[src/rtl/txd_pkg.sv]
package txd_pkg;
  // register byte offsets
  localparam logic [3:0] OFS_BASE = 4'h0;
  localparam logic [3:0] OFS_CMD  = 4'h4;
  localparam logic [3:0] OFS_POLL = 4'h8;
  localparam logic [3:0] OFS_INT  = 4'hC;

  localparam int CMD_TXEN_BIT = 2;
  localparam int POLL_GO_BIT  = 6;

  localparam int INT_OK_BIT   = 2;
  localparam int INT_ERR_BIT  = 3;
  localparam int INT_UNAV_BIT = 7;

  // descriptor status word
  localparam int OWN_BIT = 31;
  localparam int EOR_BIT = 30;
  localparam int FS_BIT  = 29;
  localparam int LS_BIT  = 28;

  localparam int WORD_BYTES = 4;
  localparam int DESC_WORDS = 4;
  localparam int DESC_BYTES = DESC_WORDS * WORD_BYTES;

  typedef enum logic [2:0] {
    ST_IDLE,
    ST_DESC,
    ST_CHECK,
    ST_BUF,
    ST_DRAIN,
    ST_WBACK
  } txd_state_e;

  typedef struct packed {
    logic ok;
    logic err;
    logic unav;
  } txd_evt_t;
endpackage

[src/rtl/txd_regs.sv]
module txd_regs
  import txd_pkg::*;
#(
  parameter int ALIGN_W = 8
) (
  input  logic        clk,
  input  logic        rst_n,
  input  logic        reg_wr,
  input  logic [3:0]  reg_addr,
  input  logic [31:0] reg_wdata,
  input  logic        busy,
  input  txd_evt_t    evt,
  output logic [31:0] reg_rdata,
  output logic [31:0] ring_base,
  output logic        tx_en,
  output logic        poll_go,
  output logic        base_load,
  output logic        irq
);
  localparam logic [7:0] INT_IMPL =
    8'((1 << INT_OK_BIT) | (1 << INT_ERR_BIT) | (1 << INT_UNAV_BIT));

  logic [31:0] base_q;
  logic        en_q;
  logic        base_load_q;
  logic [7:0]  ist_q;
  logic [7:0]  set_v;
  logic [7:0]  clr_v;

  logic wr_base, wr_cmd, wr_poll, wr_int;
  assign wr_base = reg_wr && (reg_addr == OFS_BASE);
  assign wr_cmd  = reg_wr && (reg_addr == OFS_CMD);
  assign wr_poll = reg_wr && (reg_addr == OFS_POLL);
  assign wr_int  = reg_wr && (reg_addr == OFS_INT);

  always_comb begin
    set_v = '0;
    set_v[INT_OK_BIT]   = evt.ok;
    set_v[INT_ERR_BIT]  = evt.err;
    set_v[INT_UNAV_BIT] = evt.unav;
    clr_v = wr_int ? (reg_wdata[7:0] & INT_IMPL) : '0;
  end

  always_ff @(posedge clk) begin
    if (!rst_n) begin
      base_q      <= '0;
      en_q        <= 1'b0;
      base_load_q <= 1'b0;
      ist_q       <= '0;
    end else begin
      base_load_q <= wr_base;
      if (wr_base) base_q <= {reg_wdata[31:ALIGN_W], {ALIGN_W{1'b0}}};
      if (wr_cmd)  en_q   <= reg_wdata[CMD_TXEN_BIT];
      ist_q <= (ist_q & ~clr_v) | set_v;
    end
  end

  always_comb begin
    reg_rdata = '0;
    case (reg_addr)
      OFS_BASE: reg_rdata = base_q;
      OFS_CMD:  reg_rdata[CMD_TXEN_BIT] = en_q;
      OFS_POLL: reg_rdata[POLL_GO_BIT] = busy;
      OFS_INT:  reg_rdata[7:0] = ist_q;
      default:  reg_rdata = '0;
    endcase
  end

  assign ring_base = base_q;
  assign tx_en     = en_q;
  assign base_load = base_load_q;
  assign poll_go   = wr_poll && reg_wdata[POLL_GO_BIT] && en_q;
  assign irq       = |ist_q;
endmodule

[src/rtl/txd_stream.sv]
module txd_stream #(
  parameter int BYTES = 4
) (
  input  logic                 clk,
  input  logic                 rst_n,
  input  logic                 ld,
  input  logic [8*BYTES-1:0]   ld_word,
  input  logic [$clog2(BYTES)-1:0]   ld_ofs,
  input  logic [$clog2(BYTES+1)-1:0] ld_cnt,
  input  logic                 ld_last,
  input  logic                 tx_ready,
  output logic                 tx_valid,
  output logic [7:0]           tx_data,
  output logic                 tx_last,
  output logic                 empty
);
  localparam int IW = $clog2(BYTES);
  localparam int CW = $clog2(BYTES + 1);

  logic [8*BYTES-1:0] word_q;
  logic [IW-1:0]      idx_q;
  logic [CW-1:0]      cnt_q;
  logic               last_q;
  logic [7:0]         lane [BYTES];

  for (genvar g = 0; g < BYTES; g++) begin : g_lane
    assign lane[g] = word_q[8*g +: 8];
  end

  assign empty    = (cnt_q == '0);
  assign tx_valid = !empty;
  assign tx_data  = lane[idx_q];
  assign tx_last  = last_q && (cnt_q == CW'(1));

  always_ff @(posedge clk) begin
    if (!rst_n) begin
      word_q <= '0;
      idx_q  <= '0;
      cnt_q  <= '0;
      last_q <= 1'b0;
    end else if (ld) begin
      word_q <= ld_word;
      idx_q  <= ld_ofs;
      cnt_q  <= ld_cnt;
      last_q <= ld_last;
    end else if (tx_valid && tx_ready) begin
      idx_q <= idx_q + IW'(1);
      cnt_q <= cnt_q - CW'(1);
    end
  end
endmodule

[src/rtl/txd_ctrl.sv]
module txd_ctrl
  import txd_pkg::*;
#(
  parameter int LEN_W = 16
) (
  input  logic        clk,
  input  logic        rst_n,
  input  logic        poll_go,
  input  logic        base_load,
  input  logic [31:0] ring_base,
  input  logic        tx_en,
  input  logic        mem_ack,
  input  logic [31:0] mem_rdata,
  input  logic        strm_empty,
  output logic        mem_req,
  output logic        mem_we,
  output logic [31:0] mem_addr,
  output logic [31:0] mem_wdata,
  output logic        ld,
  output logic [1:0]  ld_ofs,
  output logic [2:0]  ld_cnt,
  output logic        ld_last,
  output txd_evt_t    evt,
  output logic        busy
);
  localparam logic [31:0] OWN_MASK = 32'(1) << OWN_BIT;
  localparam int          PAD_W    = LEN_W - 3;

  txd_state_e       state_q;
  logic [1:0]       widx_q;
  logic [31:0]      cur_q;
  logic [31:0]      stat_q;
  logic [31:0]      lo_q;
  logic [31:0]      hi_q;
  logic [31:0]      bptr_q;
  logic [LEN_W-1:0] remain_q;
  logic             err_q;

  logic [2:0]       avail;
  logic             fin;
  logic [2:0]       take;
  logic [LEN_W-1:0] len;

  assign len   = stat_q[LEN_W-1:0];
  assign avail = 3'd4 - {1'b0, bptr_q[1:0]};
  assign fin   = remain_q <= {{PAD_W{1'b0}}, avail};
  assign take  = fin ? remain_q[2:0] : avail;

  always_comb begin
    mem_req   = 1'b0;
    mem_we    = 1'b0;
    mem_addr  = cur_q;
    mem_wdata = stat_q & ~OWN_MASK;
    case (state_q)
      ST_DESC: begin
        mem_req  = 1'b1;
        mem_addr = cur_q + {28'd0, widx_q, 2'b00};
      end
      ST_BUF: begin
        mem_req  = strm_empty;
        mem_addr = {bptr_q[31:2], 2'b00};
      end
      ST_WBACK: begin
        mem_req = 1'b1;
        mem_we  = 1'b1;
      end
      default: ;
    endcase
  end

  assign ld      = (state_q == ST_BUF) && mem_req && mem_ack;
  assign ld_ofs  = bptr_q[1:0];
  assign ld_cnt  = take;
  assign ld_last = fin && stat_q[LS_BIT];
  assign busy    = (state_q != ST_IDLE);

  always_comb begin
    evt.ok   = (state_q == ST_WBACK) && mem_ack && !err_q;
    evt.err  = (state_q == ST_WBACK) && mem_ack && err_q;
    evt.unav = (state_q == ST_DESC) && mem_ack && (widx_q == 2'd0)
               && !mem_rdata[OWN_BIT];
  end

  always_ff @(posedge clk) begin
    if (!rst_n) begin
      state_q  <= ST_IDLE;
      widx_q   <= '0;
      cur_q    <= '0;
      stat_q   <= '0;
      lo_q     <= '0;
      hi_q     <= '0;
      bptr_q   <= '0;
      remain_q <= '0;
      err_q    <= 1'b0;
    end else begin
      case (state_q)
        ST_IDLE: begin
          if (poll_go) begin
            state_q <= ST_DESC;
            widx_q  <= '0;
          end
        end
        ST_DESC: begin
          if (mem_ack) begin
            widx_q <= widx_q + 2'd1;
            case (widx_q)
              2'd0: begin
                stat_q <= mem_rdata;
                if (!mem_rdata[OWN_BIT]) begin
                  state_q <= ST_IDLE;
                  widx_q  <= '0;
                end
              end
              2'd2: lo_q <= mem_rdata;
              2'd3: begin
                hi_q    <= mem_rdata;
                state_q <= ST_CHECK;
              end
              default: ;
            endcase
          end
        end
        ST_CHECK: begin
          if ((len == '0) || (hi_q != '0)) begin
            err_q   <= 1'b1;
            state_q <= ST_WBACK;
          end else begin
            err_q    <= 1'b0;
            bptr_q   <= lo_q;
            remain_q <= len;
            state_q  <= ST_BUF;
          end
        end
        ST_BUF: begin
          if (ld) begin
            bptr_q   <= bptr_q + {29'd0, take};
            remain_q <= remain_q - {{PAD_W{1'b0}}, take};
            if (fin) state_q <= ST_DRAIN;
          end
        end
        ST_DRAIN: begin
          if (strm_empty) state_q <= ST_WBACK;
        end
        ST_WBACK: begin
          if (mem_ack) begin
            cur_q   <= stat_q[EOR_BIT] ? ring_base : cur_q + 32'(DESC_BYTES);
            widx_q  <= '0;
            state_q <= tx_en ? ST_DESC : ST_IDLE;
          end
        end
        default: state_q <= ST_IDLE;
      endcase
      if (base_load) cur_q <= ring_base;
    end
  end
endmodule

[src/rtl/txd_engine.sv]
module txd_engine
  import txd_pkg::*;
#(
  parameter int LEN_W   = 16,
  parameter int ALIGN_W = 8
) (
  input  logic        clk,
  input  logic        rst_n,
  input  logic        reg_wr,
  input  logic [3:0]  reg_addr,
  input  logic [31:0] reg_wdata,
  output logic [31:0] reg_rdata,
  output logic        irq,
  output logic        mem_req,
  output logic        mem_we,
  output logic [31:0] mem_addr,
  output logic [31:0] mem_wdata,
  input  logic        mem_ack,
  input  logic [31:0] mem_rdata,
  output logic        tx_valid,
  output logic [7:0]  tx_data,
  output logic        tx_last,
  input  logic        tx_ready
);
  logic [31:0] ring_base;
  logic        tx_en, poll_go, base_load, busy;
  txd_evt_t    evt;
  logic        ld, ld_last, strm_empty;
  logic [1:0]  ld_ofs;
  logic [2:0]  ld_cnt;

  txd_regs #(.ALIGN_W(ALIGN_W)) i_regs (
    .clk(clk), .rst_n(rst_n), .reg_wr(reg_wr), .reg_addr(reg_addr),
    .reg_wdata(reg_wdata), .busy(busy), .evt(evt), .reg_rdata(reg_rdata),
    .ring_base(ring_base), .tx_en(tx_en), .poll_go(poll_go),
    .base_load(base_load), .irq(irq)
  );

  txd_ctrl #(.LEN_W(LEN_W)) i_ctrl (
    .clk(clk), .rst_n(rst_n), .poll_go(poll_go), .base_load(base_load),
    .ring_base(ring_base), .tx_en(tx_en), .mem_ack(mem_ack),
    .mem_rdata(mem_rdata), .strm_empty(strm_empty), .mem_req(mem_req),
    .mem_we(mem_we), .mem_addr(mem_addr), .mem_wdata(mem_wdata), .ld(ld),
    .ld_ofs(ld_ofs), .ld_cnt(ld_cnt), .ld_last(ld_last), .evt(evt),
    .busy(busy)
  );

  txd_stream #(.BYTES(WORD_BYTES)) i_stream (
    .clk(clk), .rst_n(rst_n), .ld(ld), .ld_word(mem_rdata), .ld_ofs(ld_ofs),
    .ld_cnt(ld_cnt), .ld_last(ld_last), .tx_ready(tx_ready),
    .tx_valid(tx_valid), .tx_data(tx_data), .tx_last(tx_last),
    .empty(strm_empty)
  );
endmodule

[config.mk]
export PLATFORM = sky130hd
export DESIGN_NAME = txd_engine
export DESIGN_NICKNAME = d
export VERILOG_FILES = /design/src/rtl/txd_pkg.sv /design/src/rtl/txd_regs.sv /design/src/rtl/txd_stream.sv /design/src/rtl/txd_ctrl.sv /design/src/rtl/txd_engine.sv
export SDC_FILE = /design/constraint.sdc
export NUM_CORES = 1
export LEC_CHECK = 0
export BUFFER_PORTS_ARGS = -buffer_cell sky130_fd_sc_hd__buf_2
export CAP_MARGIN = 15
export CORE_MARGIN = 8
export CORE_UTILIZATION = 35
export CTS_BUF_LIST = sky130_fd_sc_hd__clkbuf_8
export DETAILED_ROUTE_END_ITERATION = 12
export PLACE_DENSITY = 0.64
export SLEW_MARGIN = 30
export SYNTH_ARGS = -nofsm -noshare
export SYNTH_HDL_FRONTEND = slang
export SYNTH_SLANG_ARGS = --single-unit
[constraint.sdc]
create_clock -name clk -period 4.6 [get_ports clk]
set_input_delay 0.92 -clock clk [delete_from_list [all_inputs] [get_ports clk]]
set_output_delay 0.92 -clock clk [all_outputs]
set_load 0.005 [all_outputs]
# ---- Word-level counts from Yosys, hierarchy flattened
# Cells that the tools add are included.
dict set report word_totals {
  register_bits 253
  output_inout_bits 109
  wordCells 139
  input_bits 73
}
dict set report classes {
  bitwise 4
  muxes 46
  n_reduce_logical 42
  n_lt_le_gt_ge 2
  add_sub_neg 8
  eq_ne 20
}
# op count
set op_table {}
lappend op_table {{two-way mux 32 bit} 6}
lappend op_table {{case mux 32 bit (2 select lines)} 2}
lappend op_table {{two-way mux 3 bit} 12}
lappend op_table {{adder 32 x 3 -> 32 bit} 1}
lappend op_table {{adder 32 x 4 -> 32 bit} 1}
lappend op_table {{adder 32 x 5 -> 32 bit (second input constant)} 1}
lappend op_table {{two-way mux 16 bit} 2}
lappend op_table {{case mux 16 bit (2 select lines)} 1}
lappend op_table {{nonzero test 32 bit} 1}
lappend op_table {{two-way mux 24 bit} 1}
lappend op_table {{two-way mux 8 bit} 3}
lappend op_table {{case mux 3 bit (6 select lines)} 1}
lappend op_table {{logical AND 1 bit} 17}
lappend op_table {{binary-select mux 8 bit (select 2 bit)} 1}
lappend op_table {{<= comparator 16 x 3 -> 1 bit} 1}
lappend op_table {{zero test 16 bit} 1}
lappend op_table {{two-way mux 2 bit} 8}
lappend op_table {{subtractor 16 x 3 -> 16 bit} 1}
lappend op_table {{AND reduction 3 bit} 4}
lappend op_table {{bitwise AND 8 bit} 1}
lappend op_table {{== test 4 bit (second input constant)} 2}
lappend op_table {{inequality test 2 x 1 -> 1 bit (second input constant)} 4}
lappend op_table {{inverter 8 bit} 1}
lappend op_table {{bitwise OR 8 bit} 1}
lappend op_table {{28 further kinds} 48}

# ---- Logic depth before layout (Yosys ltp)
# Gate-level depths: netlist of the first run.
dict set report depth {
  word_depth 7
  depth_mapped 17
  mapped_depth_nobuf 16
}

# ---- Cells and area by module
# From an unflattened synthesis of the first run, not the netlist that was laid out.
dict set report unflattened {
  hier_cells 1728
  area_unflattened_um2 13203.9
}
# module seq_area_each_um2 n_inst area_each_um2 cells_per_inst
set modules_own_cells {}
lappend modules_own_cells {txd_ctrl 3623.5 1 9970.8 1395}
lappend modules_own_cells {txd_stream 760.7 1 1729.2 155}
lappend modules_own_cells {txd_regs 580.6 1 1503.9 178}

# ---- Worst setup path before layout of the first run
# OpenSTA, ideal clock, no wires.
dict set report synth_path {
  path_type {register to register}
  from {register i_ctrl.bptr_q[0]}
  to {register i_ctrl.remain_q[14]}
  period_less_slack_ps 3886
  path_buffers 0
  required_ps 4478
  setup_ps 122
  path_slack_ps 714
  stages_incl_launch_ff 16
  arrival_ps 3764
  path_cell_list {dfxtp_1 -> inv_1 -> ha_1 -> inv_1 -> ha_1 -> a211o_1 -> a21o_1 -> mux2i_1 -> ha_1 -> inv_1 -> fa_1 -> a211o_1 -> or4_4 -> or4_4 -> a22oi_2 -> o21ai_1}
}
dict set report synth_between {
  elab_chain_len 6
}
# item line
set synth_lines {}
lappend synth_lines {{from (decl)} txd_ctrl.sv:35} ;# logic [31:0] bptr_q;
lappend synth_lines {{from (signal assigned)} txd_ctrl.sv:129} ;# bptr_q <= lo_q;
lappend synth_lines {{from (signal assigned)} txd_ctrl.sv:136} ;# bptr_q <= bptr_q + {29'd0, take};
lappend synth_lines {{subtractor 3 x 2 -> 3 bit (*)} txd_ctrl.sv:45} ;# assign avail = 3'd4 - {1'b0, bptr_q[1:0]};
lappend synth_lines {{<= comparator 16 x 3 -> 1 bit} txd_ctrl.sv:46} ;# assign fin = remain_q <= {{PAD_W{1'b0}}, avail};
lappend synth_lines {{two-way mux 3 bit (*)} txd_ctrl.sv:47} ;# assign take = fin ? remain_q[2:0] : avail;
lappend synth_lines {{subtractor 16 x 3 -> 16 bit (*)} txd_ctrl.sv:137} ;# remain_q <= remain_q - {{PAD_W{1'b0}}, take};
lappend synth_lines {{two-way mux 16 bit (*)} txd_ctrl.sv:135} ;# if (ld) begin
lappend synth_lines {{case mux 16 bit (2 select lines) (*)} txd_ctrl.sv:96} ;# case (state_q)
lappend synth_lines {{to (signal assigned)} txd_ctrl.sv:130} ;# remain_q <= len;
lappend synth_lines {{to (signal assigned)} txd_ctrl.sv:137}
lappend synth_lines {{to (decl)} txd_ctrl.sv:36} ;# logic [LEN_W-1:0] remain_q;
# Every way passes the cells marked *; elsewhere a longest branch is shown, timed or not. The select of a mux whose other input is x is not followed.
# A chain may end at the register's enable or synchronous reset.

# ---- Worst setup path after layout of the first run
dict set report layout_path {
  from {register i_ctrl.bptr_q[1]}
  to {register i_ctrl.bptr_q[30]}
}
dict set report layout_between {
  elab_chain_len 6
}
# item line
set layout_lines {}
lappend layout_lines {{subtractor 3 x 2 -> 3 bit} txd_ctrl.sv:45}
lappend layout_lines {{<= comparator 16 x 3 -> 1 bit} txd_ctrl.sv:46}
lappend layout_lines {{two-way mux 3 bit} txd_ctrl.sv:47}
lappend layout_lines {{adder 32 x 3 -> 32 bit (*)} txd_ctrl.sv:136}
lappend layout_lines {{two-way mux 32 bit (*)} txd_ctrl.sv:135}
lappend layout_lines {{case mux 32 bit (2 select lines) (*)} txd_ctrl.sv:96}
# Marks and branches as above.

==> results of run 1 <==
## flip-flops by register name, indices dropped and copies added (netlist names), 16 cells and up
name and count:
i_ctrl.bptr_q 32, i_ctrl.hi_q 32, i_ctrl.lo_q 32, i_stream.word_q 32
i_ctrl.stat_q 31, i_ctrl.cur_q 28, i_regs.ring_base 24, i_ctrl.remain_q 16
## cells by family after synthesis
logic type / Yosys count
and+or+nand+nor: 774
buffers and inverters: 158
adders and majority gates: 19
xor gates and xnor gates: 6
AOI/OAI and AO/OA: 429
other: 1
DFF: 244
muxes: 16
## layer usage
metal  up-vias  track usage (%)  wire length (um)
li1       6031                -                 -
met1      5965             25.7             18300
met2       456             31.4             19500
met3        74             4.08              3110
met4         2             5.83               991
met5         -                0                13
## worst min path at each step
stage                                             endpoint                             start  slack [ps]
after global placement    i_stream.word_q[20]$_SDFFE_PN0P_  i_stream.word_q[20]$_SDFFE_PN0P_         440
after global routing      i_ctrl.remain_q[14]$_SDFFE_PN0P_  i_ctrl.remain_q[14]$_SDFFE_PN0P_         470
after floorplan           i_ctrl.remain_q[14]$_SDFFE_PN0P_  i_ctrl.remain_q[14]$_SDFFE_PN0P_         430
final                       i_ctrl.stat_q[18]$_SDFFE_PN0P_    i_ctrl.stat_q[18]$_SDFFE_PN0P_         450
after detailed placement    i_ctrl.stat_q[18]$_SDFFE_PN0P_    i_ctrl.stat_q[18]$_SDFFE_PN0P_         440
after CTS                   i_ctrl.stat_q[18]$_SDFFE_PN0P_    i_ctrl.stat_q[18]$_SDFFE_PN0P_         450
## synth_stat cells (4+ instances only)
cell type  count
nor3b_1        4
and3_1        28
o211ai_1       5
mux4_2         8
nand2b_1       4
and2_1        32
a22oi_1       29
a311oi_1      10
inv_1         22
nand3_1       26
a2bb2oi_1      7
nor2b_1        6
and4_1        15
buf_4          7
o21ai_0       41
o22ai_1       10
or2_2          4
o221ai_1       4
a211oi_1       9
dfxtp_1      244
ha_1          17
nor4_1        22
a31oi_1       13
clkbuf_1     116
nand4_1       20
a21oi_1      208
nand2_1      494
a21o_1         5
nor3_1        23
buf_1         13
nor2_1        67
or3_1          7
o31a_1        13
o32ai_1       31
nor4b_1        4
mux2i_1        8
## worst min-delay path, stage by stage (launching register included)
cell and delay, ps:
dfxtp_1 300, nand2_1 50, a21oi_1 50
## power by group through the flow
stage | clock network [uW] | logic, uW | registers, uW
final | 2250 | 225 | 2150
after global placement | 0 | 222 | 2190
after floorplan | 0 | 131 | 2180
after detailed placement | 0 | 223 | 2190
after global routing | 2400 | 244 | 2150
after CTS | 2300 | 224 | 2150
## through the flow
step | instances | area (um2) | power, uW
after floorplan | 1653 | 12300 | 2310
after global placement | 2165 | 13400 | 2420
after detailed placement | 2165 | 13400 | 2420
after CTS | 2244 | 14400 | 4670
after global routing | 2245 | 14400 | 4800
final | 2245 | 14400 | 4620
## cell type report
class	instances	area (um2)	share of cell area, %
Clock inverter	18	141	0.982
Clock buffer	61	840	5.83
Sequential cell	244	4880	33.9
Multi-Input combinational cell	1251	6820	47.4
Timing Repair Buffer	194	1050	7.30
Inverter	22	87.6	0.609
Tap cell	455	569	3.96
==> metrics.txt, run 1 <==
# TYPE chip_impl_metric gauge
chip_impl_info{name="outcome",value="finished clean"} 1
chip_impl_info{name="worst_setup_path_endpoint",value="i_ctrl.bptr_q[30]$_SDFFE_PN0P_"} 1
chip_impl_metric{name="syn-cell-area",unit="um2"} 12300
chip_impl_metric{name="h-tree-depth",unit=""} 2
chip_impl_metric{name="vias_per_cell",unit=""} 5.58
chip_impl_metric{name="cpPeakStageDelay",unit="ps"} 410
chip_impl_metric{name="tns",unit="ps"} 0
chip_impl_info{name="cpLargestDelayFamily",value="compound AO/OA/AOI/OAI gates"} 1
chip_impl_metric{name="finalCriticalPeriod",unit="ps"} 4320
chip_impl_metric{name="nets",unit=""} 1850
chip_impl_metric{name="drt_iter0_drc",unit=""} 965
chip_impl_metric{name="floorplan.initialDensity",unit="%"} 35.5
chip_impl_metric{name="grt_pass1_wl",unit="um"} 65900
chip_impl_metric{name="fin_util",unit="%"} 41.7
chip_impl_metric{name="switchingPower",unit="uW"} 1130
chip_impl_metric{name="tightest_slew",unit="ps"} 950
chip_impl_metric{name="dr_total_vias",unit=""} 12500
chip_impl_metric{name="last_weighted_congestion_value_of_the_routability_driven_placer",unit=""} 0.892
chip_impl_metric{name="synth_enable_flop_cells",unit=""} 0
chip_impl_metric{name="postCtsSetupBuffers",unit=""} 0
chip_impl_metric{name="path_clk_slew",unit="ps"} 60
chip_impl_info{name="critical-path-slowest-cell",value="fa_1"} 1
chip_impl_metric{name="combinationalPowerShare",unit="%"} 4.9
chip_impl_metric{name="crit_fanout",unit=""} 8
chip_impl_metric{name="avgRoutedWirePerCell",unit="um"} 18.7
chip_impl_metric{name="fp.dieArea",unit="um2"} 41300
chip_impl_metric{name="via_count_of_the_first_global_routing_pass",unit=""} 11900
chip_impl_info{name="synth_top_family_by_area",value="simple AND/OR/NAND/NOR gates"} 1
chip_impl_metric{name="reg2reg_depth",unit=""} 16
chip_impl_metric{name="critical_path_buf_inv_count",unit=""} 4
chip_impl_metric{name="critical_path_arrival",unit="ps"} 4780
chip_impl_metric{name="routed_wl",unit="um"} 41900
chip_impl_info{name="synth_area_leader_cell",value="dfxtp_1"} 1
chip_impl_metric{name="rows",unit=""} 68
chip_impl_metric{name="overflow",unit=""} 0
chip_impl_metric{name="ratio_of_cells_with_drive_above_1_in_the_final_layout",unit="%"} 16.4
chip_impl_metric{name="synth_compound_area_share",unit="%"} 22.1
chip_impl_info{name="startpoint_type",value="flip-flop"} 1
chip_impl_metric{name="dieHeight",unit="um"} 203
chip_impl_metric{name="worstHoldPathCells",unit=""} 2
chip_impl_metric{name="grt_util_all_layers",unit="%"} 19.4
chip_impl_metric{name="yosys.area_share.simple",unit="%"} 28.4
chip_impl_metric{name="coreArea",unit="um2"} 34500
chip_impl_info{name="worst-setup-path-type",value="reg2reg"} 1
chip_impl_metric{name="power.share.clock",unit="%"} 48.7
chip_impl_metric{name="synthesis.instances",unit=""} 1647
chip_impl_metric{name="power.switching_fraction",unit="%"} 24.4
chip_impl_metric{name="remaining_design_rule_violation_count",unit=""} 0
chip_impl_metric{name="finalMaxSlewViolations",unit=""} 0
chip_impl_metric{name="grt_start_max_net_pins",unit=""} 111
chip_impl_metric{name="slew_headroom",unit="%"} 36.7
chip_impl_metric{name="post_cts.resized_instances",unit=""} 0
chip_impl_metric{name="reg2reg_slack",unit="ps"} 280
chip_impl_metric{name="max_cap_viol_count",unit=""} 0
chip_impl_info{name="regToRegEndpoint",value="i_ctrl.bptr_q[30]$_SDFFE_PN0P_"} 1
chip_impl_metric{name="die_x",unit="um"} 203
chip_impl_metric{name="max-clock-path-buffers",unit=""} 3
chip_impl_metric{name="cp_num_cells",unit=""} 16
chip_impl_metric{name="clk-insertion-delay-late",unit="ps"} 570
chip_impl_info{name="unrepaired_setup_endpoints_after_global_routing",value="no"} 1
chip_impl_info{name="hold_path.class",value="reg2reg"} 1
chip_impl_metric{name="syn2layout_area_growth",unit="%"} 17.3
chip_impl_metric{name="worst_case_hold_slack",unit="ps"} 451
chip_impl_info{name="cts_tree",value="built"} 1
chip_impl_info{name="r2r-start",value="i_ctrl.bptr_q[1]$_SDFFE_PN0P_"} 1
chip_impl_metric{name="number_of_iterations_in_the_first_detailed_routing_pass",unit=""} 5
chip_impl_metric{name="internal_power",unit="uW"} 3490
chip_impl_metric{name="power_frac_seq",unit="%"} 46.5
chip_impl_metric{name="finClkSkew",unit="ps"} 28.4
chip_impl_metric{name="power.static_leakage",unit="uW"} 0.00556
chip_impl_metric{name="final_hold_viol_count",unit=""} 0
chip_impl_metric{name="synthXorXnorAreaFrac",unit="%"} 0.428
chip_impl_metric{name="ys_ff_latch",unit=""} 244
chip_impl_metric{name="final_antenna_net_count",unit=""} 0
chip_impl_metric{name="min_period_over_period",unit="%"} 93.9
chip_impl_metric{name="io_pins",unit=""} 182
chip_impl_metric{name="synth-warning-count",unit=""} 0
chip_impl_metric{name="required",unit="ps"} 5060
chip_impl_metric{name="cts_hold_buffers",unit=""} 0
chip_impl_metric{name="dp_slack",unit="ps"} 358
chip_impl_info{name="leading_cell_types_in_the_layout_fill_and_taps_excluded",value="494 x nand2_1, 244 x dfxtp_1, 208 x a21oi_1"} 1
chip_impl_metric{name="ir_worst_vdd",unit="V"} 0.000183
chip_impl_info{name="ys_dominant_reg_cell",value="dfxtp_1"} 1
chip_impl_metric{name="pwr_density_cell",unit="nW/um2"} 321
chip_impl_info{name="clock_tree.root_cell",value="clkbuf_8"} 1
chip_impl_info{name="startpoint",value="i_ctrl.bptr_q[1]$_SDFFE_PN0P_"} 1
chip_impl_metric{name="fill_cells",unit=""} 3558
chip_impl_info{name="post_synth_main_area_contributors",value="dfxtp_1 40%, nand2_1 15%, a21oi_1 8.5%, clkbuf_1 3.6%, o32ai_1 2.2%"} 1
chip_impl_metric{name="max_clock_freq",unit="MHz"} 232
chip_impl_metric{name="estimated_wirelength_of_the_detail_placed_design",unit="um"} 28900
chip_impl_info{name="worstPathCellList",value="inv_1 > ha_1 > inv_1 > ha_1 > a211o_1 > a21o_1 > mux2i_1 > ha_1 > inv_1 > fa_1 > nor2b_1 > o2111a_1 > buf_4 > nand4_1 > o31a_1 > o32ai_1"} 1
chip_impl_metric{name="port_buffers",unit=""} 170
chip_impl_metric{name="cts_sinks",unit=""} 244
chip_impl_metric{name="synth.lib_cells_used.distinct",unit=""} 72
chip_impl_metric{name="synth_adder_area_share",unit="%"} 2.06
chip_impl_metric{name="antenna_cells",unit=""} 0
chip_impl_metric{name="antenna_violations_before_repair",unit=""} 1
chip_impl_metric{name="syn_avg_cell_area",unit="um2"} 7.45
chip_impl_metric{name="report.final.setup_viol",unit=""} 0
chip_impl_metric{name="synth.top_cell.area_share",unit="%"} 39.8
chip_impl_info{name="worst_setup_path_end_kind",value="flip-flop"} 1
chip_impl_metric{name="finalWorstSetupSlack",unit="ps"} 281
chip_impl_metric{name="post_synth_mux_area_share",unit="%"} 2.12
chip_impl_metric{name="synth-async-reset-ratio",unit="%"} 0
chip_impl_info{name="mostFrequentLayoutCell",value="nand2_1"} 1
chip_impl_metric{name="synth_seq_area_share",unit="%"} 39.8
chip_impl_metric{name="cts_made_buffers",unit=""} 45
No activity file was read; power rests on OpenSTA's default activity.
==> run 2, diff against run 1 <==
--- a/config.mk
+++ b/config.mk
@@ -5,7 +5,7 @@
 export SDC_FILE = /design/constraint.sdc
 export NUM_CORES = 1
 export LEC_CHECK = 0
-export BUFFER_PORTS_ARGS = -buffer_cell sky130_fd_sc_hd__buf_2
+export BUFFER_PORTS_ARGS = -buffer_cell sky130_fd_sc_hd__buf_4
 export CAP_MARGIN = 15
 export CORE_MARGIN = 8
 export CORE_UTILIZATION = 35
==> run 2 against run 1 <==
Effect of this change:
- worst hold slack barely moved
- critical path depth down 1
- register-to-register slack better by 30 ps
- sequential power about the same
- combinational power grew 8.9%
- first-iteration DRC count grew 16%
- clock skew grew 7.3 ps
- count of clock-buffer cells in the layout fell by 5
- critical path type unchanged
==> metrics.txt, run 2 (synthesized netlist as in run 1, its figures left out) <==
# TYPE chip_impl_metric gauge
chip_impl_info{name="worst_setup_path_end_kind",value="flip-flop"} 1
chip_impl_metric{name="required",unit="ps"} 5040
chip_impl_metric{name="drt_iter0_drc",unit=""} 1119
chip_impl_metric{name="remaining_design_rule_violation_count",unit=""} 0
chip_impl_metric{name="layout.area.seq",unit="um2"} 4880
chip_impl_metric{name="tns",unit="ps"} 0
chip_impl_metric{name="avgRoutedWirePerCell",unit="um"} 18.9
chip_impl_metric{name="estimated_wirelength_of_the_detail_placed_design",unit="um"} 29100
chip_impl_info{name="unrepaired_setup_endpoints_after_global_routing",value="no"} 1
chip_impl_metric{name="max_cap_viol_count",unit=""} 0
chip_impl_metric{name="antenna_cells",unit=""} 0
chip_impl_metric{name="ratio_of_cells_with_drive_above_1_in_the_final_layout",unit="%"} 16.3
chip_impl_metric{name="post_cts.resized_instances",unit=""} 0
chip_impl_metric{name="ir_worst_vdd",unit="V"} 0.000216
chip_impl_metric{name="cts_made_buffers",unit=""} 44
chip_impl_metric{name="grt_start_max_net_pins",unit=""} 136
chip_impl_metric{name="critical_path_buf_inv_count",unit=""} 3
chip_impl_metric{name="cts_hold_buffers",unit=""} 0
chip_impl_metric{name="multiInputGateArea",unit="um2"} 6810
chip_impl_info{name="mostFrequentLayoutCell",value="nand2_1"} 1
chip_impl_metric{name="dp_slack",unit="ps"} 346
chip_impl_info{name="cts_tree",value="built"} 1
chip_impl_metric{name="crit_fanout",unit=""} 5
chip_impl_metric{name="cts_sinks",unit=""} 244
chip_impl_metric{name="antenna_violations_before_repair",unit=""} 0
chip_impl_metric{name="pwr_density_cell",unit="nW/um2"} 309
chip_impl_info{name="outcome",value="finished clean"} 1
chip_impl_metric{name="fp.dieArea",unit="um2"} 41300
chip_impl_metric{name="grt_util_all_layers",unit="%"} 19.5
chip_impl_metric{name="floorplan.initialDensity",unit="%"} 35.5
chip_impl_metric{name="io_pins",unit=""} 182
chip_impl_info{name="hold_path.class",value="reg2reg"} 1
chip_impl_metric{name="cpPeakStageDelay",unit="ps"} 480
chip_impl_metric{name="fill_cells",unit=""} 3628
chip_impl_info{name="leading_cell_types_in_the_layout_fill_and_taps_excluded",value="494 x nand2_1, 244 x dfxtp_1, 208 x a21oi_1"} 1
chip_impl_metric{name="number_of_iterations_in_the_first_detailed_routing_pass",unit=""} 5
chip_impl_metric{name="nets",unit=""} 1846
chip_impl_metric{name="die_x",unit="um"} 203
chip_impl_metric{name="finClkSkew",unit="ps"} 35.7
chip_impl_metric{name="via_count_of_the_first_global_routing_pass",unit=""} 12000
chip_impl_info{name="critical-path-slowest-cell",value="or4_4"} 1
chip_impl_metric{name="last_weighted_congestion_value_of_the_routability_driven_placer",unit=""} 0.866
chip_impl_metric{name="port_buffers",unit=""} 170
chip_impl_metric{name="final_antenna_net_count",unit=""} 0
chip_impl_metric{name="slew_headroom",unit="%"} 32.2
chip_impl_metric{name="dieHeight",unit="um"} 203
chip_impl_metric{name="finalWorstSetupSlack",unit="ps"} 306
chip_impl_metric{name="power.static_leakage",unit="uW"} 0.00558
chip_impl_metric{name="finalMaxSlewViolations",unit=""} 0
chip_impl_metric{name="overflow",unit=""} 0
chip_impl_metric{name="vias_per_cell",unit=""} 5.63
chip_impl_metric{name="final_hold_viol_count",unit=""} 0
chip_impl_metric{name="report.final.setup_viol",unit=""} 0
chip_impl_info{name="startpoint_type",value="flip-flop"} 1
chip_impl_metric{name="finalCriticalPeriod",unit="ps"} 4290
chip_impl_metric{name="clk-insertion-delay-late",unit="ps"} 570
chip_impl_metric{name="h-tree-depth",unit=""} 2
chip_impl_metric{name="dr_total_vias",unit=""} 12600
chip_impl_metric{name="grt_pass1_wl",unit="um"} 66300
chip_impl_metric{name="syn2layout_area_growth",unit="%"} 20.3
chip_impl_info{name="cpLargestDelayFamily",value="adder cells"} 1
chip_impl_info{name="worstPathCellList",value="inv_1 > ha_1 > inv_1 > ha_1 > a31oi_1 > a21o_1 > mux2i_1 > ha_1 > inv_1 > fa_1 > a211o_1 > or4_4 > or4_4 > a22oi_2 > o21ai_1"} 1
chip_impl_metric{name="coreArea",unit="um2"} 34500
chip_impl_metric{name="routed_wl",unit="um"} 42500
chip_impl_metric{name="path_clk_slew",unit="ps"} 60
chip_impl_metric{name="postCtsSetupBuffers",unit=""} 0
chip_impl_info{name="clock_tree.root_cell",value="clkbuf_8"} 1
chip_impl_info{name="worst-setup-path-type",value="reg2reg"} 1
chip_impl_metric{name="max_clock_freq",unit="MHz"} 233
chip_impl_metric{name="rows",unit=""} 68
chip_impl_metric{name="max-clock-path-buffers",unit=""} 3
chip_impl_metric{name="tightest_slew",unit="ps"} 1010
chip_impl_metric{name="min_period_over_period",unit="%"} 93.3
chip_impl_metric{name="critical_path_arrival",unit="ps"} 4730
## run 2: cell count changes in the layout (fill, tap and decap cells not counted), moves of 2 or more
| cell | previous run | this run |
|---|---|---|
| clkinv_2 | 3 | 9 |
| clkbuf_8 | 61 | 56 |
| inv_8 | 0 | 3 |
| buf_12 | 0 | 2 |
| buf_2 | 170 | 0 |
| buf_4 | 23 | 189 |
| inv_6 | 2 | 0 |
## run 2: final cells by class
| type | instances | area share (%) |
|---|---|---|
| multi-input cells | 1251 | 46.2 |
| flip-flops and latches | 244 | 33.1 |
| repair buffers | 191 | 9.88 |
| clock buffers | 56 | 5.22 |
| well taps | 455 | 3.86 |
| clock inverters | 24 | 1.17 |
| inverters | 22 | 0.610 |
## run 2: routing by layer
layer  up-vias  global-route usage [%]  routed length (um)
met5         -                       0                   0
met4         0                    7.38                1460
met3        95                    3.87                3010
met2       480                    31.2               19600
met1      6037                    25.6               18400
li1       6022                       -                   -
## run 2: worst paths after layout
path,from,endpoint,slack [ps],cells after the start
max,i_ctrl.bptr_q[1]$_SDFFE_PN0P_,i_ctrl.remain_q[14]$_SDFFE_PN0P_,310,15
min,i_ctrl.remain_q[14]$_SDFFE_PN0P_,i_ctrl.remain_q[14]$_SDFFE_PN0P_,450,2
max reg2reg,i_ctrl.bptr_q[1]$_SDFFE_PN0P_,i_ctrl.remain_q[14]$_SDFFE_PN0P_,310,15
min reg2reg,i_ctrl.remain_q[14]$_SDFFE_PN0P_,i_ctrl.remain_q[14]$_SDFFE_PN0P_,450,2
## run 2: power by group
part / switching (uW) / leakage (uW) / internal [uW]
clock: 953 / 0.000532 / 1220
combinational: 152 / 0.00308 / 93.2
sequential: 20.2 / 0.00197 / 2130
## run 2: through the flow
stage / hold WS (ps) / utilization [%] / total power (uW) / instance area (um2) / std cells
global placement: 438 / 40.0 / 2440 / 13800 / 2163
floorplan: 428 / - / 2310 / 12300 / 1653
finish: 452 / 42.7 / 4560 / 14800 / 2243
global route: 473 / 42.7 / 4740 / 14800 / 2243
detailed placement: 446 / 40.0 / 2440 / 13800 / 2163
CTS: 455 / 42.7 / 4610 / 14800 / 2243
## run 2: tightest hold or removal path, cell delays in order, from the launching register on
cell and delay [ps]:
dfxtp_1 310, nand2_1 50, o21ai_1 50
==> run 3, diff against run 2 <==
--- a/config.mk
+++ b/config.mk
@@ -5,13 +5,14 @@
 export SDC_FILE = /design/constraint.sdc
 export NUM_CORES = 1
 export LEC_CHECK = 0
-export BUFFER_PORTS_ARGS = -buffer_cell sky130_fd_sc_hd__buf_4
 export CAP_MARGIN = 15
 export CORE_MARGIN = 8
 export CORE_UTILIZATION = 35
 export CTS_BUF_LIST = sky130_fd_sc_hd__clkbuf_8
 export DETAILED_ROUTE_END_ITERATION = 12
-export PLACE_DENSITY = 0.64
+export DONT_BUFFER_PORTS = 1
+export GPL_TIMING_DRIVEN = 0
+export PLACE_DENSITY = 0.6
 export SLEW_MARGIN = 30
 export SYNTH_ARGS = -nofsm -noshare
 export SYNTH_HDL_FRONTEND = slang
==> constraint.sdc (replaced) <==
create_clock -name clk -period 4.38 [get_ports clk]
set_input_delay 0.876 -clock clk [delete_from_list [all_inputs] [get_ports clk]]
set_output_delay 0.876 -clock clk [all_outputs]
set_load 0.005 [all_outputs]
==> run 3 against run 2 <==
Effect of this change:
- count of clock-buffer cells in the layout fell by 4
- design area fell by 6.9%
- maximum frequency increased by 0.88%
- largest power group is now sequential cells
==> metrics.txt, run 3 (synthesized netlist as in run 1, its figures left out) <==
# TYPE chip_impl_metric gauge
chip_impl_metric{name="finalNonFillerCells",unit=""} 2182
chip_impl_metric{name="die_x",unit="um"} 203
chip_impl_metric{name="reg2reg_depth",unit=""} 15
chip_impl_metric{name="path_clk_slew",unit="ps"} 70
chip_impl_info{name="leading_cell_types_in_the_layout_fill_and_taps_excluded",value="494 x nand2_1, 242 x dfxtp_1, 208 x a21oi_1"} 1
chip_impl_metric{name="rows",unit=""} 68
chip_impl_info{name="hold_path.class",value="in2reg"} 1
chip_impl_info{name="unrepaired_setup_endpoints_after_global_routing",value="no"} 1
chip_impl_metric{name="power.static_leakage",unit="uW"} 0.00474
chip_impl_metric{name="dp_cells",unit=""} 2108
chip_impl_metric{name="avgRoutedWirePerCell",unit="um"} 22.5
chip_impl_metric{name="ratio_of_cells_with_drive_above_1_in_the_final_layout",unit="%"} 5.91
chip_impl_metric{name="final_hold_viol_count",unit=""} 0
chip_impl_metric{name="internal_power",unit="uW"} 3360
chip_impl_metric{name="clk-insertion-delay-late",unit="ps"} 580
chip_impl_metric{name="antenna_violations_before_repair",unit=""} 0
chip_impl_metric{name="cts_hold_buffers",unit=""} 0
chip_impl_metric{name="finish.instance_area",unit="um2"} 13700
chip_impl_metric{name="grt_util_all_layers",unit="%"} 22.6
chip_impl_info{name="cts_tree",value="built"} 1
chip_impl_metric{name="power.switching_fraction",unit="%"} 25.2
chip_impl_metric{name="ir_worst_vdd",unit="V"} 0.000217
chip_impl_metric{name="pwr_density_cell",unit="nW/um2"} 327
chip_impl_info{name="r2r-start",value="i_ctrl.bptr_q[0]$_SDFFE_PN0P_"} 1
chip_impl_metric{name="dr_total_vias",unit=""} 12900
chip_impl_metric{name="cts_sinks",unit=""} 244
chip_impl_info{name="outcome",value="finished clean"} 1
chip_impl_metric{name="remaining_design_rule_violation_count",unit=""} 0
chip_impl_metric{name="final_antenna_net_count",unit=""} 0
chip_impl_metric{name="via_count_of_the_first_global_routing_pass",unit=""} 12000
chip_impl_metric{name="finalMaxSlewViolations",unit=""} 0
chip_impl_metric{name="cts_made_buffers",unit=""} 44
chip_impl_metric{name="grt_pass1_wl",unit="um"} 73000
chip_impl_metric{name="combinationalPowerShare",unit="%"} 4.4
chip_impl_info{name="startpoint_type",value="flip-flop"} 1
chip_impl_metric{name="tns",unit="ps"} 0
chip_impl_metric{name="last_weighted_congestion_value_of_the_routability_driven_placer",unit=""} 0.946
chip_impl_metric{name="report.final.setup_viol",unit=""} 0
chip_impl_metric{name="floorplan.initialDensity",unit="%"} 35.5
chip_impl_metric{name="estimated_wirelength_of_the_detail_placed_design",unit="um"} 36500
chip_impl_metric{name="max_cap_viol_count",unit=""} 0
chip_impl_metric{name="reg2reg_slack",unit="ps"} 120
chip_impl_metric{name="power_frac_seq",unit="%"} 49.9
chip_impl_metric{name="drt_iter0_drc",unit=""} 1238
chip_impl_info{name="worst_setup_path_end_kind",value="flip-flop"} 1
chip_impl_metric{name="dieHeight",unit="um"} 203
chip_impl_metric{name="fp.dieArea",unit="um2"} 41300
chip_impl_metric{name="slew_headroom",unit="%"} 42.1
chip_impl_info{name="startpoint",value="i_ctrl.bptr_q[0]$_SDFFE_PN0P_"} 1
chip_impl_info{name="endpoint_with_the_worst_hold_slack",value="i_regs.ring_base[9]$_SDFFE_PN0P_"} 1
chip_impl_metric{name="max_clock_freq",unit="MHz"} 235
chip_impl_metric{name="overflow",unit=""} 0
chip_impl_metric{name="fill_cells",unit=""} 3692
chip_impl_metric{name="tightest_slew",unit="ps"} 860
chip_impl_metric{name="crit_fanout",unit=""} 5
chip_impl_metric{name="switchingPower",unit="uW"} 1130
chip_impl_metric{name="power.share.clock",unit="%"} 45.7
chip_impl_info{name="launch_point_of_the_worst_hold_path",value="reg_wdata[9]"} 1
chip_impl_info{name="regToRegEndpoint",value="i_ctrl.remain_q[14]$_SDFFE_PN0P_"} 1
chip_impl_metric{name="min_period_over_period",unit="%"} 97.2
chip_impl_metric{name="number_of_iterations_in_the_first_detailed_routing_pass",unit=""} 5
chip_impl_info{name="worst-setup-path-type",value="reg2reg"} 1
chip_impl_metric{name="coreArea",unit="um2"} 34500
chip_impl_metric{name="port_buffers",unit=""} 0
chip_impl_metric{name="grt_use_met3",unit="%"} 5.84
chip_impl_metric{name="critical_path_arrival",unit="ps"} 4710
chip_impl_metric{name="gr-usage-met1",unit="%"} 29.5
chip_impl_metric{name="nets",unit=""} 1791
chip_impl_metric{name="finalCriticalPeriod",unit="ps"} 4260
chip_impl_info{name="clock_tree.root_cell",value="clkbuf_8"} 1
chip_impl_metric{name="antenna_cells",unit=""} 0
chip_impl_metric{name="worstHoldPathCells",unit=""} 2
chip_impl_metric{name="h-tree-depth",unit=""} 2
chip_impl_metric{name="vias_per_cell",unit=""} 5.89
chip_impl_metric{name="routed_wl",unit="um"} 49200
chip_impl_metric{name="fin_util",unit="%"} 39.8
chip_impl_info{name="busiest_layer",value="met2"} 1
chip_impl_metric{name="global_route_met2_usage",unit="%"} 35.5
chip_impl_metric{name="syn2layout_area_growth",unit="%"} 12.1
chip_impl_info{name="mostFrequentLayoutCell",value="nand2_1"} 1
chip_impl_metric{name="grt_start_max_net_pins",unit=""} 12
chip_impl_metric{name="io_pins",unit=""} 182
chip_impl_metric{name="max-clock-path-buffers",unit=""} 3
chip_impl_metric{name="placedInstanceArea",unit="um2"} 12900
chip_impl_metric{name="required",unit="ps"} 4840
chip_impl_metric{name="postCtsSetupBuffers",unit=""} 0
chip_impl_metric{name="finClkSkew",unit="ps"} 39.3
==> run 3: changes by cell type in the layout (fill, tap and decap cells not counted), sizes merged <==
cell / previous run / this run
buf: 191 / 20
clkbuf: 56 / 168
clkinv: 9 / 3
bufinv: 2 / 0
inv: 34 / 40
==> run 3: final cells by class <==
type,instances,area [um2],share of cell area [%]
Multi-Input combinational cell,1251,6850,49.8
Sequential cell,244,4890,35.6
Clock buffer,52,716,5.21
Tap cell,455,569,4.14
Buffer,136,544,3.96
Clock inverter,22,101,0.737
Inverter,22,82.6,0.601
==> run 3: routing by layer <==
| layer | up-vias | routed length [um] | share of wire, % |
|---|---|---|---|
| li1 | 5912 | - | - |
| met4 | 0 | 1740 | 3.5 |
| met5 | - | 0 | 0 |
| met1 | 6150 | 20400 | 41 |
| met3 | 110 | 4840 | 9.8 |
| met2 | 684 | 22200 | 45 |
==> run 3: how the worst max path moves through the flow <==
| stage | to | slack (ps) | cells after the start |
|---|---|---|---|
| final | i_ctrl.remain_q[14]$_SDFFE_PN0P_ | 120 | 15 |
| after global routing | i_ctrl.remain_q[14]$_SDFFE_PN0P_ | 2 | 15 |
| after CTS | i_ctrl.remain_q[14]$_SDFFE_PN0P_ | 4 | 15 |
| after detailed placement | i_ctrl.bptr_q[29]$_SDFFE_PN0P_ | -80 | 15 |
| after global placement | i_ctrl.bptr_q[29]$_SDFFE_PN0P_ | -40 | 15 |
| after floorplan | i_ctrl.remain_q[14]$_SDFFE_PN0P_ | 490 | 15 |
==> run 3: per-stage QoR <==
step           hold WS (ps)  worst slack, ps  power (uW)
6_report                429              124        4500
3_5_place_dp            443            -75.9        2490
3_3_place_gp            439            -38.0        2490
5_1_grt                 402             2.49        4660
2_1_floorplan           428              494        2430
4_1_cts                 396             4.48        4540
==> run 3: what timing repair did <==
| action | in CTS | in global routing |
|---|---|---|
| endpoints found under the setup margin | 8 | 39 |
| resized for setup | 3 | 16 |
| pin swaps | 0 | 1 |
| gates cloned | 0 | 0 |
==> run 3: worst max-delay path, cell delays in order, from the launching register on <==
cell,delay [ps]
dfxtp_2,380
inv_1,100
ha_1,320
inv_1,50
ha_1,290
a211o_1,300
a21o_4,270
mux2i_4,210
ha_1,200
inv_1,60
fa_1,420
a211o_4,400
or4_4,460
or4_4,440
a22oi_2,130
o21ai_1,90
==> run 3: power groups by stage <==
| stage | Sequential [uW] | Combinational (uW) | Clock, uW |
|---|---|---|---|
| 3_3_place_gp | 2290 | 195 | 0 |
| 5_1_grt | 2250 | 216 | 2200 |
| 2_1_floorplan | 2290 | 137 | 0 |
| 6_report | 2240 | 199 | 2050 |
| 3_5_place_dp | 2290 | 197 | 0 |
| 4_1_cts | 2240 | 198 | 2100 |
